==> src/rtl/stx_pkg.sv <==
package stx_pkg;
  typedef enum logic [1:0] {
    FR_DATA = 2'd0,
    FR_BRK  = 2'd1,
    FR_TAIL = 2'd2
  } fr_kind_t;
endpackage

==> src/rtl/stx_frame.sv <==
// Turns a word plus mode selects into an LSB-first bit image and its length.
module stx_frame #(
  parameter int BASE_W = 8,
  parameter int SH_W   = 14,
  parameter int CNT_W  = 4
) (
  input  logic [BASE_W:0]  word,
  input  logic             nine,
  input  logic             two,
  output logic [SH_W-1:0]  frame,
  output logic [CNT_W-1:0] len
);
  always_comb begin
    frame    = '1;
    frame[0] = 1'b0;
    for (int i = 0; i < BASE_W; i++) frame[i+1] = word[i];
    if (nine) frame[BASE_W+1] = word[BASE_W];
    len = CNT_W'(BASE_W + 2) + CNT_W'(nine) + CNT_W'(two);
  end
endmodule

==> src/rtl/stx_flags.sv <==
// Holding stage, empty/idle flags and the read-then-write clear arming.
module stx_flags #(
  parameter int WORD_W = 9
) (
  input  logic              clk,
  input  logic              rst_n,
  input  logic              wr_valid,
  input  logic [WORD_W-1:0] wr_data,
  input  logic              stat_rd,
  input  logic              take,
  input  logic              went_idle,
  output logic              txe,
  output logic              tidle,
  output logic              src_valid,
  output logic [WORD_W-1:0] src_word
);
  logic              arm_q, hold_v, txe_q, tidle_q;
  logic [WORD_W-1:0] hold_q;
  logic              acc, direct, to_hold;

  assign acc       = wr_valid & txe_q;
  assign src_valid = hold_v | acc;
  assign src_word  = hold_v ? hold_q : wr_data;
  assign direct    = take & ~hold_v;
  assign to_hold   = acc & ~direct;
  assign txe       = txe_q;
  assign tidle     = tidle_q;

  always_ff @(posedge clk or negedge rst_n) begin
    if (!rst_n) begin
      arm_q   <= 1'b0;
      hold_v  <= 1'b0;
      hold_q  <= '0;
      txe_q   <= 1'b1;
      tidle_q <= 1'b1;
    end else begin
      if (stat_rd)  arm_q <= 1'b1;
      else if (acc) arm_q <= 1'b0;

      if (to_hold) begin
        hold_v <= 1'b1;
        hold_q <= wr_data;
      end else if (take) begin
        hold_v <= 1'b0;
      end

      if (acc && arm_q)         txe_q <= ~to_hold;
      else if (take && hold_v)  txe_q <= 1'b1;

      if (acc && arm_q)         tidle_q <= 1'b0;
      else if (went_idle)       tidle_q <= 1'b1;
    end
  end
endmodule

==> src/rtl/stx_shift.sv <==
// Bit shifter: data frames, break characters and the stop tail after a break.
module stx_shift
  import stx_pkg::*;
#(
  parameter int SH_W    = 14,
  parameter int CNT_W   = 4,
  parameter int BRK_LEN = 14
) (
  input  logic             clk,
  input  logic             rst_n,
  input  logic             tick,
  input  logic             brk_req,
  input  logic             two_stop,
  input  logic             src_valid,
  input  logic [SH_W-1:0]  src_frame,
  input  logic [CNT_W-1:0] src_len,
  output logic             take,
  output logic             went_idle,
  output logic             tx
);
  logic             busy, tx_q;
  logic [SH_W-1:0]  sh;
  logic [CNT_W-1:0] left;
  fr_kind_t         kind;
  logic             end_now, cur_brk;
  logic [SH_W-1:0]  nf;
  logic [CNT_W-1:0] nlen;
  fr_kind_t         nk;

  assign end_now   = busy & tick & (left == '0);
  assign cur_brk   = (kind == FR_BRK);
  assign take      = (~busy & src_valid & ~brk_req) |
                     (end_now & ~cur_brk & ~brk_req & src_valid);
  assign went_idle = end_now & ~cur_brk & ~brk_req & ~src_valid;
  assign tx        = tx_q;

  always_comb begin
    nf   = src_frame;
    nlen = src_len;
    nk   = FR_DATA;
    if (brk_req) begin
      nf   = '0;
      nlen = CNT_W'(BRK_LEN);
      nk   = FR_BRK;
    end else if (cur_brk) begin
      nf   = '1;
      nlen = CNT_W'(1) + CNT_W'(two_stop);
      nk   = FR_TAIL;
    end
  end

  always_ff @(posedge clk or negedge rst_n) begin
    if (!rst_n) begin
      busy <= 1'b0;
      tx_q <= 1'b1;
      sh   <= '1;
      left <= '0;
      kind <= FR_DATA;
    end else if (!busy) begin
      if (tick && brk_req) begin
        busy <= 1'b1;
        kind <= FR_BRK;
        tx_q <= 1'b0;
        sh   <= '0;
        left <= CNT_W'(BRK_LEN - 1);
      end else if (src_valid && !brk_req) begin
        busy <= 1'b1;
        kind <= FR_DATA;
        sh   <= src_frame;
        left <= src_len;
      end
    end else if (tick) begin
      if (left != '0) begin
        tx_q <= sh[0];
        sh   <= sh >> 1;
        left <= left - CNT_W'(1);
      end else if (went_idle) begin
        busy <= 1'b0;
        tx_q <= 1'b1;
      end else begin
        tx_q <= nf[0];
        sh   <= nf >> 1;
        left <= nlen - CNT_W'(1);
        kind <= nk;
      end
    end
  end
endmodule

==> src/rtl/serial_tx_brk.sv <==
module serial_tx_brk #(
  parameter int BASE_W    = 8,
  parameter int BRK_ZEROS = 13
) (
  input  logic              clk,
  input  logic              rst_n,
  input  logic              wr_valid,
  output logic              wr_ready,
  input  logic [BASE_W:0]   wr_data,
  input  logic              stat_rd,
  input  logic              brk_req,
  input  logic              nine_bit,
  input  logic              two_stop,
  input  logic              int_en,
  input  logic              baud_tick,
  output logic              tx,
  output logic              txe,
  output logic              tidle,
  output logic              irq
);
  localparam int WORD_W  = BASE_W + 1;
  localparam int DATA_FR = BASE_W + 4;
  localparam int BRK_LEN = BRK_ZEROS + 1;
  localparam int SH_W    = (DATA_FR > BRK_LEN) ? DATA_FR : BRK_LEN;
  localparam int CNT_W   = $clog2(SH_W + 1);

  logic              take, went_idle, src_valid, txe_w;
  logic [WORD_W-1:0] src_word;
  logic [SH_W-1:0]   src_frame;
  logic [CNT_W-1:0]  src_len;

  stx_flags #(.WORD_W(WORD_W)) u_flags (
    .clk(clk), .rst_n(rst_n), .wr_valid(wr_valid), .wr_data(wr_data),
    .stat_rd(stat_rd), .take(take), .went_idle(went_idle),
    .txe(txe_w), .tidle(tidle), .src_valid(src_valid), .src_word(src_word)
  );

  stx_frame #(.BASE_W(BASE_W), .SH_W(SH_W), .CNT_W(CNT_W)) u_frame (
    .word(src_word), .nine(nine_bit), .two(two_stop),
    .frame(src_frame), .len(src_len)
  );

  stx_shift #(.SH_W(SH_W), .CNT_W(CNT_W), .BRK_LEN(BRK_LEN)) u_shift (
    .clk(clk), .rst_n(rst_n), .tick(baud_tick), .brk_req(brk_req),
    .two_stop(two_stop), .src_valid(src_valid), .src_frame(src_frame),
    .src_len(src_len), .take(take), .went_idle(went_idle), .tx(tx)
  );

  assign txe      = txe_w;
  assign wr_ready = txe_w;
  assign irq      = txe_w & int_en;
endmodule

==> config.mk <==
export PLATFORM = sky130hd
export DESIGN_NAME = serial_tx_brk
export DESIGN_NICKNAME = d
export VERILOG_FILES = /design/src/rtl/stx_pkg.sv /design/src/rtl/stx_frame.sv /design/src/rtl/stx_flags.sv /design/src/rtl/stx_shift.sv /design/src/rtl/serial_tx_brk.sv
export SDC_FILE = /design/constraint.sdc
export NUM_CORES = 1
export LEC_CHECK = 0
export ABC_AREA = 0
export BUFFER_PORTS_ARGS = -buffer_cell sky130_fd_sc_hd__buf_2
export CAP_MARGIN = 20
export CORE_MARGIN = 5
export CORE_UTILIZATION = 50
export CTS_BUF_LIST = sky130_fd_sc_hd__clkbuf_16
export DETAILED_ROUTE_END_ITERATION = 7
export PLACE_DENSITY = 0.7
export SYNTH_ARGS = -nofsm -noshare
export SYNTH_HDL_FRONTEND = slang
export SYNTH_SLANG_ARGS = --single-unit
export TNS_END_PERCENT = 10
==> constraint.sdc <==
create_clock -name clk -period 2.5 [get_ports clk]
set_input_delay 0.375 -clock clk [delete_from_list [all_inputs] [get_ports clk]]
set_output_delay 0.375 -clock clk [all_outputs]
set_load 0.02 [all_outputs]
==> results of run 1 <==
logic make-up (layout without fill, tap and decap cells):
family | count (synthesis) | in the layout
AO/OA/AOI/OAI | 60 | 60
adder cells (fa/ha/maj) | 3 | 3
buffers and inverters | 18 | 38
flip-flops | 35 | 35
multiplexers | 21 | 21
AND/OR/NAND/NOR | 65 | 65
cells in the mapped netlist, types with 2 or more instances:
cell type,instances,share of area (%)
mux2i_1,11,5.7
nor2_1,15,2.9
a22oi_1,2,0.77
a21oi_1,7,1.8
a21o_1,3,1.2
clkbuf_1,9,1.7
mux2_1,2,1.2
nand2b_1,3,0.97
o21ai_0,15,3.9
inv_1,4,0.77
dfrtp_1,18,23
o21ai_1,10,2.6
o21a_1,2,0.77
dfstp_2,17,23
o32a_1,2,1.0
o22ai_1,2,0.65
and2_1,2,0.65
mux2_2,8,4.6
ha_1,3,1.9
nand2_1,35,6.8
o31ai_1,2,0.77
buf_2,2,0.52
a31oi_1,2,0.65
a221oi_1,8,3.6
final cells by class:
type | count | area (um2)
Fill cell | 316 | 1510
Sequential cell | 35 | 897
Timing Repair Buffer | 25 | 133
Clock inverter | 3 | 11.3
Multi-Input combinational cell | 149 | 966
Tap cell | 48 | 60.1
Clock buffer | 5 | 125
Inverter | 5 | 18.8
power breakdown:
part / switching, W / internal, W
sequential: 0.000138 / 0.000806
combinational: 0.000462 / 0.000319
clock: 0.000219 / 0.000358
layer usage:
layer  vias up  global-route usage [%]  wire (um)
met4         0                    8.56         95
met3        10                    5.54        351
met5         -                       0          0
li1        772                       -          -
met2        68                    30.2       2130
met1       760                    22.1       1710
sequential cells by signal, summed over array words and instances, names as in the netlist:
| register | flops |
|---|---|
| u_shift.kind | 2 |
| u_shift.busy | 1 |
| u_flags.arm_q | 1 |
| u_shift.left | 4 |
| u_flags.hold_q | 9 |
| u_shift.tx | 1 |
| u_flags.tidle | 1 |
| u_flags.txe | 1 |
| u_flags.hold_v | 1 |
| u_shift.sh | 14 |
stage by stage:
stage,util (%),hold slack [ps],instance area [um2],worst slack [ps],cells
6_report,59.5,163,2210,367,270
5_1_grt,59.5,234,2210,281,270
4_1_cts,59.5,196,2210,426,270
3_5_place_dp,55.8,457,2070,438,262
3_3_place_gp,55.8,451,2070,515,262
2_1_floorplan,-,79.4,1940,497,202
worst min-delay path by stage:
stage | from | to | slack [ps] | cells past startpoint
floorplan | rst_n | u_flags.arm_q | 80 | 0
global placement | u_shift.sh[1] | u_shift.sh[1] | 450 | 2
detailed placement | u_shift.sh[4] | u_shift.sh[4] | 460 | 2
CTS | rst_n | u_shift.busy | 200 | 1
global route | rst_n | u_flags.hold_v | 230 | 1
finish | rst_n | u_flags.hold_v | 160 | 1
critical path: cells and delay by family, from the launching register on:
family | cells | cell delay (ps)
adders and majority gates | 1 | 210
and+or+nand+nor | 3 | 920
AOI/OAI and AO/OA | 2 | 220
DFF | 1 | 450
muxes | 1 | 190
==> impl_metrics.py, run 1 <==
metrics = {
    "clocking": {
        "numCtsBuffers": 5,
        "postCtsHoldBufs": 0,
        "cts_tree": "done",
        "cts.path.max_buffers": 2,
        "postCtsSetupBuffers": 0,
        "clockRootBuffer": "clkbuf_16",
        "clkSinkCount": 35,
        "clk_pin_slew_ps": 50,
        "postCtsResizedCells": 0,
        "cts_max_level": 2,
        "worstSkewPairLatency_ps": 280,
    },
    "setup_path": {
        "slowest_delay_ps": 600,
        "cp-end-kind": "flop",
        "reg2regPathDepth": 7,
        "r2r-end": "u_shift.left[2]",
        "critPathRequiredTime_ps": 2630,
        "critPathMaxFanout": 6,
        "crit_arrival_ps": 2270,
        "endpoint": "u_shift.left[2]",
        "critPathSlowestCell": "or4_4",
        "startpoint_type": "flop",
        "ff2ff_setup_slack_ps": 370,
        "crit_type": "flop to flop",
        "reg2reg_from": "u_shift.left[0]",
        "crit_path_cell_trace": "or4_4, nor2_1, a31oi_1, ha_1, nand2b_1, mux2i_1, o31ai_1",
        "crit_start": "u_shift.left[0]",
    },
    "synthesis": {
        "syn-mean-instance-area_um2": 9.59,
        "ys_async_sr_fraction_pct": 100,
        "syn_inst": 202,
        "synth_mux_area_share_pct": 11.5,
        "synth_compound_area_share_pct": 20.0,
        "yosys.area_share.adder_pct": 1.94,
        "synth_cell_types": 42,
        "syn_nets": 223,
        "synth_edf_count": 0,
        "synth_seq_cells": 35,
        "synth_flop_cell": "dfrtp_1",
        "ys.warnings.count": 0,
        "synth_top_family_by_area": "compound AO/OA/AOI/OAI gates",
        "mappedNetlistArea_mm2": 0.00194,
        "synth-simple-area-share_pct": 16.1,
        "seq_area_frac_synth_pct": 46.3,
        "yosys.area_share.xor_xnor_pct": 0,
    },
    "final_layout": {
        "antenna_cells": 0,
        "layout_commonest_cell": "nand2_1",
        "area_delta_synth_final_pct": 14.1,
        "drive_gt1_share_pct": 27.9,
        "mostFrequentLayoutCells": "nand2_1, buf_2, dfrtp_1",
        "layout.nets": 242,
    },
    "timing": {
        "hold_violations": 0,
        "post-route-period-util_pct": 85.3,
        "finClkSkew_ps": 6.11,
        "setup-violations-final": 0,
        "period_minus_slack_ps": 2130,
        "drv_slew": 0,
        "worst_pin_slew_ps": 755,
        "grt_setup_unrepaired": "no",
        "fmax_mhz": 469,
        "fin_setup_tns_ps": 0,
        "max-slew-margin-rel_pct": 49.7,
    },
    "global_route": {
        "overflow": 0,
        "first_global_vias": 1606,
        "grt_max_degree": 36,
        "grt_pass1_wl_um": 7480,
        "antenna_found_initial": 0,
        "track_usage_pct": 18.4,
    },
    "placement": {
        "hpwl_um": 3080,
        "port_buffers": 22,
        "routabilityCongestion": 0.898,
    },
    "detailed_routing": {
        "ant_nets": 0,
        "drc": 0,
        "via_per_inst": 5.96,
        "first_pass_iters": 4,
        "post_drt_wl_per_cell_um": 15.9,
        "wl_um": 4290,
        "dr.first_iter.drc_count": 253,
        "vias": 1610,
    },
    "floorplan": {
        "die_y_um": 72.3,
        "placementRows": 22,
        "dieArea_mm2": 0.00522,
        "io_pins": 23,
        "initial_core_util_pct": 52.2,
        "die_w_um": 72.3,
        "core-area_mm2": 0.00372,
    },
    "worst_hold_path": {
        "hold_path_class": "primary input to async pin",
    },
    "power_and_ir_drop": {
        "ir_drop_uv": 486,
        "total_power_w": 0.00230,
        "power_per_cell_area_mw_per_mm2": 1040,
        "power_leakage_nw": 0.950,
    },
    "job": {
        "drv_cap": 0,
    },
    "outcome": {
        "outcome": "completed",
    },
}
Note: power is estimated with default switching activity, not from simulation.
==> run 2: changes to the inputs <==
--- a/config.mk
+++ b/config.mk
@@ -6,13 +6,12 @@
 export NUM_CORES = 1
 export LEC_CHECK = 0
 export ABC_AREA = 0
-export BUFFER_PORTS_ARGS = -buffer_cell sky130_fd_sc_hd__buf_2
 export CAP_MARGIN = 20
-export CORE_MARGIN = 5
-export CORE_UTILIZATION = 50
+export CORE_UTILIZATION = 35
 export CTS_BUF_LIST = sky130_fd_sc_hd__clkbuf_16
 export DETAILED_ROUTE_END_ITERATION = 7
-export PLACE_DENSITY = 0.7
+export DONT_BUFFER_PORTS = 1
+export PLACE_DENSITY = 0.49
 export SYNTH_ARGS = -nofsm -noshare
 export SYNTH_HDL_FRONTEND = slang
 export SYNTH_SLANG_ARGS = --single-unit
==> run 2 against run 1 <==
Utilization decreased by 17 points. Sequential share of layout area up 0.092 points. Critical endpoint is now u_flags.hold_q[3]. Power is 4.3% higher. Flip-flop and latch count unchanged. Largest power group unchanged.
==> impl_metrics.py, run 2 (synthesis results as in run 1) <==
metrics = {
    "clocking": {
        "clkSinkCount": 35,
        "numCtsBuffers": 5,
        "postCtsResizedCells": 0,
        "cts_max_level": 2,
        "cts.path.max_buffers": 2,
        "cts_tree": "done",
        "clk_pin_slew_ps": 60,
        "worstSkewPairLatency_ps": 280,
        "postCtsSetupBuffers": 0,
        "clockRootBuffer": "clkbuf_16",
    },
    "setup_path": {
        "startpoint_type": "flop",
        "crit_type": "flop to flop",
        "critPathMaxFanout": 15,
        "cp-end-kind": "flop",
        "crit_arrival_ps": 2310,
        "critPathRequiredTime_ps": 2660,
    },
    "final_layout": {
        "multi_input_area_um2": 966,
        "reg_top3": "u_shift.sh: 14 flops, u_flags.hold_q: 9 flops, u_shift.left: 4 flops",
        "mostFrequentLayoutCells": "nand2_1, dfrtp_1, dfstp_2",
        "layout_commonest_cell": "nand2_1",
        "largest_register_ffs": 14,
        "fillers": 513,
        "antenna_cells": 0,
        "drive_gt1_share_pct": 22.5,
        "layout.nets": 224,
        "regArea_um2": 897,
        "area_delta_synth_final_pct": 13.8,
        "max_flop_register": "u_shift.sh",
        "final_util_pct": 42.4,
    },
    "worst_hold_path": {
        "hold_path_class": "primary input to flop",
    },
    "placement": {
        "port_buffers": 0,
        "routabilityCongestion": 0.794,
        "hpwl_um": 3120,
    },
    "power_and_ir_drop": {
        "ir_drop_uv": 388,
        "power_per_cell_area_mw_per_mm2": 1090,
        "power_leakage_nw": 0.896,
    },
    "floorplan": {
        "initial_core_util_pct": 37.2,
        "die_w_um": 76.4,
        "io_pins": 23,
        "die_y_um": 76.4,
        "placementRows": 26,
        "dieArea_mm2": 0.00584,
        "core-area_mm2": 0.00520,
    },
    "outcome": {
        "outcome": "completed",
    },
    "timing": {
        "worst_pin_slew_ps": 705,
        "fmax_mhz": 465,
        "grt_setup_unrepaired": "no",
        "max-slew-margin-rel_pct": 53.0,
        "finClkSkew_ps": 4.42,
        "fin_setup_tns_ps": 0,
        "period_minus_slack_ps": 2150,
        "post-route-period-util_pct": 86.0,
        "hold_violations": 0,
        "setup-violations-final": 0,
        "drv_slew": 0,
        "timing.hold.ws_ps": 195,
    },
    "detailed_routing": {
        "via_per_inst": 5.46,
        "dr.first_iter.drc_count": 76,
        "post_drt_wl_per_cell_um": 16.0,
        "first_pass_iters": 4,
        "drc": 0,
        "ant_nets": 0,
        "wl_um": 4380,
        "vias": 1497,
    },
    "global_route": {
        "grt_use_met1_pct": 20.8,
        "use_met2_pct": 27.9,
        "grt-busiest-layer": "met2",
        "track_usage_pct": 16.8,
        "overflow": 0,
        "met3_usage_pct": 3.83,
        "antenna_found_initial": 0,
        "first_global_vias": 1552,
        "grt_max_degree": 36,
        "grt_pass1_wl_um": 7730,
    },
    "job": {
        "drv_cap": 0,
    },
}
[run 2: changes by cell type in the layout (fill, tap and decap cells not counted), sizes merged]
cell / change
buf: -19
bufinv: +1
dlygate4sd3: +1
inv: -1
[run 2: critical path, cell delays in order (launching register included)]
cell      delay (ps)
dfrtp_1          380
nand2b_1         430
a31oi_1          480
nor3_2           110
nor2_4           260
mux2_2           370
[run 2: routing by layer]
metal  wire, um  part of all wire (%)
met2       2140                    49
met3        137                   3.1
met1       2040                    47
met5          0                     0
met4         59                   1.3
[run 2: final timing paths]
kind	startpoint	to	slack (ps)	cells past startpoint
max in group asynchronous	rst_n	u_shift.sh[13]	1670	2
worst max register to register	u_shift.kind[1]	u_flags.hold_q[3]	350	5
worst min-delay path	stat_rd	u_flags.arm_q	190	1
worst max-delay path	u_shift.kind[1]	u_flags.hold_q[3]	350	5
min in group asynchronous	rst_n	u_shift.left[0]	570	2
worst min register to register	u_shift.sh[3]	u_shift.sh[3]	460	2
[run 2: layout make-up]
class	instances	area share (%)
Inverter	5	0.851
Sequential cell	35	40.7
Clock buffer	5	5.67
Multi-Input combinational cell	149	43.8
Tap cell	70	3.97
Timing Repair Buffer	7	3.06
Clock inverter	3	1.99
[run 2: per-stage QoR]
stage                     power [W]  std cells  setup WS, ps  cell area (um2)
after floorplan             0.00153        202           497             1940
after global placement      0.00166        264           470             2010
after detailed placement    0.00169        264           371             2010
after CTS                   0.00243        274           360             2210
after global routing        0.00257        274           217             2210
final                       0.00240        274           350             2210
[run 2: power breakdown]
group	switching (W)	internal, W
Sequential	0.000158	0.000807
Combinational	0.000418	0.000315
Clock	0.000234	0.000469
Total	0.000809	0.00159
[run 2: repair_timing]
item | in CTS | in global routing
hold buffers | 2 | 0
endpoints found under the setup margin | 0 | 0
endpoints found under the hold margin | 35 | 0
